File: config.mk
export PLATFORM = sky130hd
export DESIGN_NAME = frac_baud_gen
export DESIGN_NICKNAME = d
export VERILOG_FILES = /design/src/rtl/frac_baud_gen.sv
export SDC_FILE = /design/constraint.sdc
export NUM_CORES = 1
export LEC_CHECK = 0
export BUFFER_PORTS_ARGS = -buffer_cell sky130_fd_sc_hd__buf_4
export CAP_MARGIN = 10
export CORE_ASPECT_RATIO = 1.75
export CORE_MARGIN = 10
export CORE_UTILIZATION = 53
export CTS_CLUSTER_DIAMETER = 40
export DETAILED_ROUTE_END_ITERATION = 7
export PLACE_DENSITY = 0.73
export SYNTH_ARGS = -nofsm -noshare
export SYNTH_HDL_FRONTEND = slang
export SYNTH_SLANG_ARGS = --single-unit
File: constraint.sdc
create_clock -name clk -period 4.05 [get_ports clk]
set_input_delay 0.81 -clock clk [delete_from_list [all_inputs] [get_ports clk]]
set_output_delay 0.81 -clock clk [all_outputs]
set_load 0.05 [all_outputs]
File: src/rtl/frac_baud_gen.sv
module frac_baud_gen #(
  parameter int PER_W         = 12,
  parameter int SCL_W         = 4,
  parameter int FRAME_MIN_CYC = 16,
  parameter int SYNC_STAGES   = 2
) (
  input  logic             clk,
  input  logic             rst_n,
  input  logic             cfg_wr,
  input  logic [2:0]       mode,
  input  logic [PER_W-1:0] period,
  input  logic [SCL_W-1:0] scale,
  input  logic             xck_inv,
  input  logic             xck_in,
  output logic             xck_out,
  output logic             xck_oe,
  output logic             tx_en,
  output logic             rx_en,
  output logic             cfg_err
);
  localparam int MAX_SH = 2 ** (SCL_W - 1);
  localparam int CNT_W  = PER_W + MAX_SH;
  localparam int ACC_W  = MAX_SH;
  localparam logic [ACC_W:0] HALF_V = (ACC_W + 1)'(FRAME_MIN_CYC / 2);

  logic                   run;
  logic [CNT_W-1:0]       cnt;
  logic [ACC_W:0]         acc;
  logic [1:0]             div;
  logic                   xck_int;
  logic [SYNC_STAGES:0]   sync_q;

  wire is_async  = (mode == 3'd0) || (mode == 3'd1);
  wire is_master = (mode == 3'd2) || (mode == 3'd4);
  wire is_slave  = (mode == 3'd3);

  wire             neg = scale[SCL_W-1];
  wire [SCL_W-1:0] mag = neg ? -scale : scale;
  wire             tick = run && (cnt == '0);

  wire [CNT_W-1:0] per_ext    = CNT_W'(period);
  wire [CNT_W-1:0] reload_pos = ((per_ext + CNT_W'(1)) << mag) - CNT_W'(1);
  wire [ACC_W:0]   modulus    = (ACC_W + 1)'(1) << mag;
  wire [ACC_W:0]   frac       = (ACC_W + 1)'(period) & (modulus - (ACC_W + 1)'(1));
  wire [ACC_W:0]   acc_sum    = acc + frac;
  wire             carry      = acc_sum >= modulus;
  wire [ACC_W:0]   acc_nxt    = carry ? acc_sum - modulus : acc_sum;
  wire [CNT_W-1:0] reload_neg = (per_ext >> mag) + CNT_W'(carry);
  wire [1:0]       div_last   = (mode == 3'd1) ? 2'd1 : 2'd3;

  always_ff @(posedge clk or negedge rst_n) begin
    if (!rst_n) begin
      run     <= 1'b0;
      cnt     <= '0;
      acc     <= '0;
      div     <= '0;
      xck_int <= 1'b0;
    end else begin
      run <= 1'b1;
      if (cfg_wr) begin
        cnt     <= '0;
        acc     <= '0;
        div     <= '0;
        xck_int <= 1'b0;
      end else if (tick) begin
        if (neg) begin
          cnt <= reload_neg;
          acc <= acc_nxt;
        end else begin
          cnt <= reload_pos;
        end
        div <= (div >= div_last) ? 2'd0 : div + 2'd1;
        if (is_master) xck_int <= ~xck_int;
      end else if (run) begin
        cnt <= cnt - CNT_W'(1);
      end
    end
  end

  always_ff @(posedge clk or negedge rst_n) begin
    if (!rst_n) sync_q <= '0;
    else        sync_q <= {sync_q[SYNC_STAGES-1:0], xck_in};
  end

  wire pin_now  = sync_q[SYNC_STAGES-1] ^ xck_inv;
  wire pin_prev = sync_q[SYNC_STAGES] ^ xck_inv;
  wire s_rise   = pin_now & ~pin_prev;
  wire s_fall   = ~pin_now & pin_prev;

  assign rx_en = is_async  ? tick :
                 is_master ? (tick & ~xck_int) :
                 is_slave  ? s_rise : 1'b0;
  assign tx_en = is_async  ? (tick & (div == 2'd0)) :
                 is_master ? (tick & xck_int) :
                 is_slave  ? s_fall : 1'b0;
  assign xck_out = xck_int ^ xck_inv;
  assign xck_oe  = is_master;
  assign cfg_err = ((period == '0) && (scale != '0)) || (modulus > HALF_V) || (mode > 3'd4);

  AST_SYNC_EXCL: assert property (@(posedge clk) disable iff (!rst_n)
    (is_master || is_slave) |-> !(tx_en && rx_en));
  AST_MASTER_TOGGLE: assert property (@(posedge clk) disable iff (!rst_n)
    (tick && is_master && !cfg_wr) |=> (xck_int != $past(xck_int)));
  AST_RESTART_TICK: assert property (@(posedge clk) disable iff (!rst_n)
    (cfg_wr && is_async) |=> (rx_en || !is_async));
  AST_SLAVE_ONE_CYCLE: assert property (@(posedge clk) disable iff (!rst_n)
    (is_slave && rx_en) |=> (!rx_en || !is_slave));
  AST_CNT_RANGE: assert property (@(posedge clk) disable iff (!rst_n)
    (run && !cfg_wr && !neg) |-> (cnt <= reload_pos));
endmodule

==> impl_metrics.tcl <==
set metrics [dict create \
    status "finished, violations left" \
    violations "setup timing" \
    slew_headroom_pct 52.9 \
    avgSynthCellArea_um2 7.73 \
    period_minus_slack_ps 5510 \
    ant_nets 0 \
    grt_setup_unrepaired "yes" \
    dieArea_um2 16100 \
    final_layout_size_suffix_gt1_share_pct 33.4 \
    hold_ws_ps 347 \
    ys.flop_type "dfrtp_1" \
    yosysSeqAreaShare_pct 15.0 \
    maxSlewViolCount 0 \
    synthAdderAreaFrac_pct 6.93 \
    grt_pass1_vias 6881 \
    crit_path_frequent_cell "ha_4" \
    crit_arrival_ps 5680 \
    grt_pass1_wl_um 34000 \
    drv_cap 0 \
    synth_edf_count 0 \
    grt_max_degree 42 \
    cts-root-buf "clkbuf_16" \
    via_count 7126 \
    via_per_inst 6.78 \
    start_util_pct 54.0 \
    cp_slowest_cell "ha_1" \
    worstPathRequired_ps 4220 \
    synth_async_sr_flop_share_pct 100 \
    path_class "input pin to flop" \
    mostFrequentLayoutCells "buf_4, nor2_1, nand2_1" \
    cpPeakStageDelay_ps 350 \
    io_pins 29 \
    hold_violations 0 \
    finalCritPeriodShare_pct 136 \
    skew_ps 2.09 \
    utilization_pct 71.9 \
    clk_pin_slew_ps 60 \
    cts.sinks 36 \
    diodes 0 \
    syn2layout_area_growth_pct 33.1 \
    htree_num_levels 2 \
    yosysUniqueCellTypes 100 \
    core-area_um2 11100 \
    globalplace.congestion 0.960 \
    vdd_drop_max_uv 464 \
    drt_iter0_markers 654 \
    worstSkewPairLatency_ps 290 \
    grt_usage_pct 25.3 \
    synthSimpleGateAreaFrac_pct 27.9 \
    leakage_nw 3.43 \
    num-nets-final 974 \
    yosys.area_share.xor_xnor_pct 8.91 \
    rows 51 \
    power_per_cell_area_nw_per_um2 487 \
    overflow 0 \
    place.detailed.instances 1009 \
    layout_commonest_cell "buf_4" \
    cts_buffers 5 \
    first_pass_iters 7 \
    worstMarginPinSlew_ps 701 \
    cts_tree "done" \
    avgRoutedWirePerCell_um 21.5 \
    drc 0 \
    ys_warn_count 0 \
    cp_top_family "compound AO/OA/AOI/OAI gates" \
    fmax_mhz 182 \
    synth_top_family_by_area "simple AND/OR/NAND/NOR gates" \
    crit_buf_inv 4 \
    synthCells 776 \
    pre_cts_ws_ps -1590 \
    total_power_mw 3.89 \
    hold_class "flop to flop" \
    cts_max_path_buffers 2 \
    critPathMaxFanout 4 \
    setup_ws_ps -1460 \
    die_y_um 161 \
    fillers 849 \
    cp-end-kind "flop" \
    critPathLaunchType "input pin" \
    finalSetupViolCount 22 \
    wl_um 22600 \
    placement.io_buffers 28 \
    antenna_found_initial 0 \
    synth_mux_area_share_pct 7.28 \
    hpwl_um 15400 \
    instances_no_fill 1051 \
    die_x_um 100 \
    syn_area_um2 6000 \
    synth-seq-cells 36 \
    synth_compound_area_share_pct 25.3 \
    synth_nets 832 \
]
## report_power, final
| group | total, mW | switching (mW) | internal, mW |
|---|---|---|---|
| logic | 2.86 | 1.50 | 1.35 |
| registers | 0.579 | 0.121 | 0.458 |
| clock network | 0.453 | 0.163 | 0.289 |
## kinds of logic (layout without fill, tap and decap cells)
kind of cell,Yosys count,after routing
AO/OA/AOI/OAI,212,212
XOR/XNOR,61,61
adder cells (fa/ha/maj),32,32
buffers and inverters,86,229
flip-flops,36,36
multiplexers,29,29
other,1,1
AND/OR/NAND/NOR,319,319
## cell type report
class | instances | area, um2 | area share (%)
clock buffers | 5 | 125 | 1.57
repair buffers | 196 | 1540 | 19.3
well taps | 132 | 165 | 2.07
multi-input cells | 654 | 5100 | 63.9
flip-flops and latches | 36 | 901 | 11.3
clock inverters | 3 | 42.5 | 0.533
inverters | 25 | 106 | 1.33
## timing repair
item	CTS	global route
setup buffers	27	10
setup endpoints to repair	24	27
pin swaps	35	43
hold buffers	0	0
resized for setup	49	28
## stage by stage
stage	setup TNS (ps)	instance area (um2)
finish	-23730	7980
global route	-25750	7980
CTS	-13820	7730
detailed placement	-27610	7160
global placement	-22940	7160
floorplan	-28080	6230
## cell usage after synthesis, types with 8 or more instances
| master | instances | area [um2] |
|---|---|---|
| mux2i_1 | 16 | 160 |
| clkbuf_8 | 10 | 138 |
| a211oi_1 | 16 | 120 |
| xor2_1 | 28 | 245 |
| o211ai_1 | 10 | 75.1 |
| xnor2_1 | 33 | 289 |
| nand3_1 | 24 | 120 |
| nand2b_1 | 8 | 50.1 |
| and3_1 | 9 | 56.3 |
| nor2b_1 | 8 | 50.1 |
| buf_6 | 11 | 124 |
| a31oi_1 | 8 | 50.1 |
| inv_1 | 23 | 86.3 |
| a21oi_1 | 39 | 195 |
| nor2_1 | 78 | 293 |
| dfrtp_1 | 36 | 901 |
| nor3_1 | 28 | 140 |
| o21ai_0 | 38 | 190 |
| nand4_1 | 22 | 138 |
| ha_1 | 30 | 375 |
| nand2_1 | 72 | 270 |
| clkbuf_1 | 33 | 124 |
| o22ai_1 | 9 | 56.3 |
| or3_1 | 14 | 87.6 |
## per-layer routing
layer	vias to the layer above	routed length [um]	track usage, %
li1	3187	-	-
met1	3349	7900	27.5
met2	436	11300	44.8
met3	154	1560	2.23
met4	0	1810	16.1
met5	-	0	0
## worst paths after layout
| path | from | end | slack, ps | cells after the start |
|---|---|---|---|---|
| max | scale[1] | cnt[11]$_DFFE_PN0P_ | -1460 | 30 |
| min | sync_q[0]$_DFF_PN0_ | sync_q[1]$_DFF_PN0_ | 350 | 0 |
| max reg2reg | acc[0]$_DFFE_PN0P_ | cnt[11]$_DFFE_PN0P_ | -360 | 21 |
| min reg2reg | sync_q[0]$_DFF_PN0_ | sync_q[1]$_DFF_PN0_ | 350 | 0 |
| max in group asynchronous | rst_n | cnt[18]$_DFFE_PN0P_ | 3240 | 1 |
| min in group asynchronous | rst_n | sync_q[1]$_DFF_PN0_ | 470 | 1 |
## worst register-to-register path: stages (launching register included)
cell and delay, ps:
dfrtp_1 400, ha_2 220, fa_2 370, a21o_1 240, a21oi_4 170, o21bai_1 120
a21oi_2 180, o21ai_1 110, xor2_1 250, xnor2_1 140, ha_1 350, o211ai_1 200
nand2_4 150, ha_4 180, nand3_2 70, o211ai_1 280, nand4_1 210, buf_4 220
nor3_2 120, xnor2_1 100, a21oi_1 140, o21ai_1 70
## registers in the layout (all words and copies together), names as in the netlist
signal and count:
sync_q 3, div 2, xck_int 1, run 1, acc 9, cnt 20
Power figures use the tool's default switching activity.
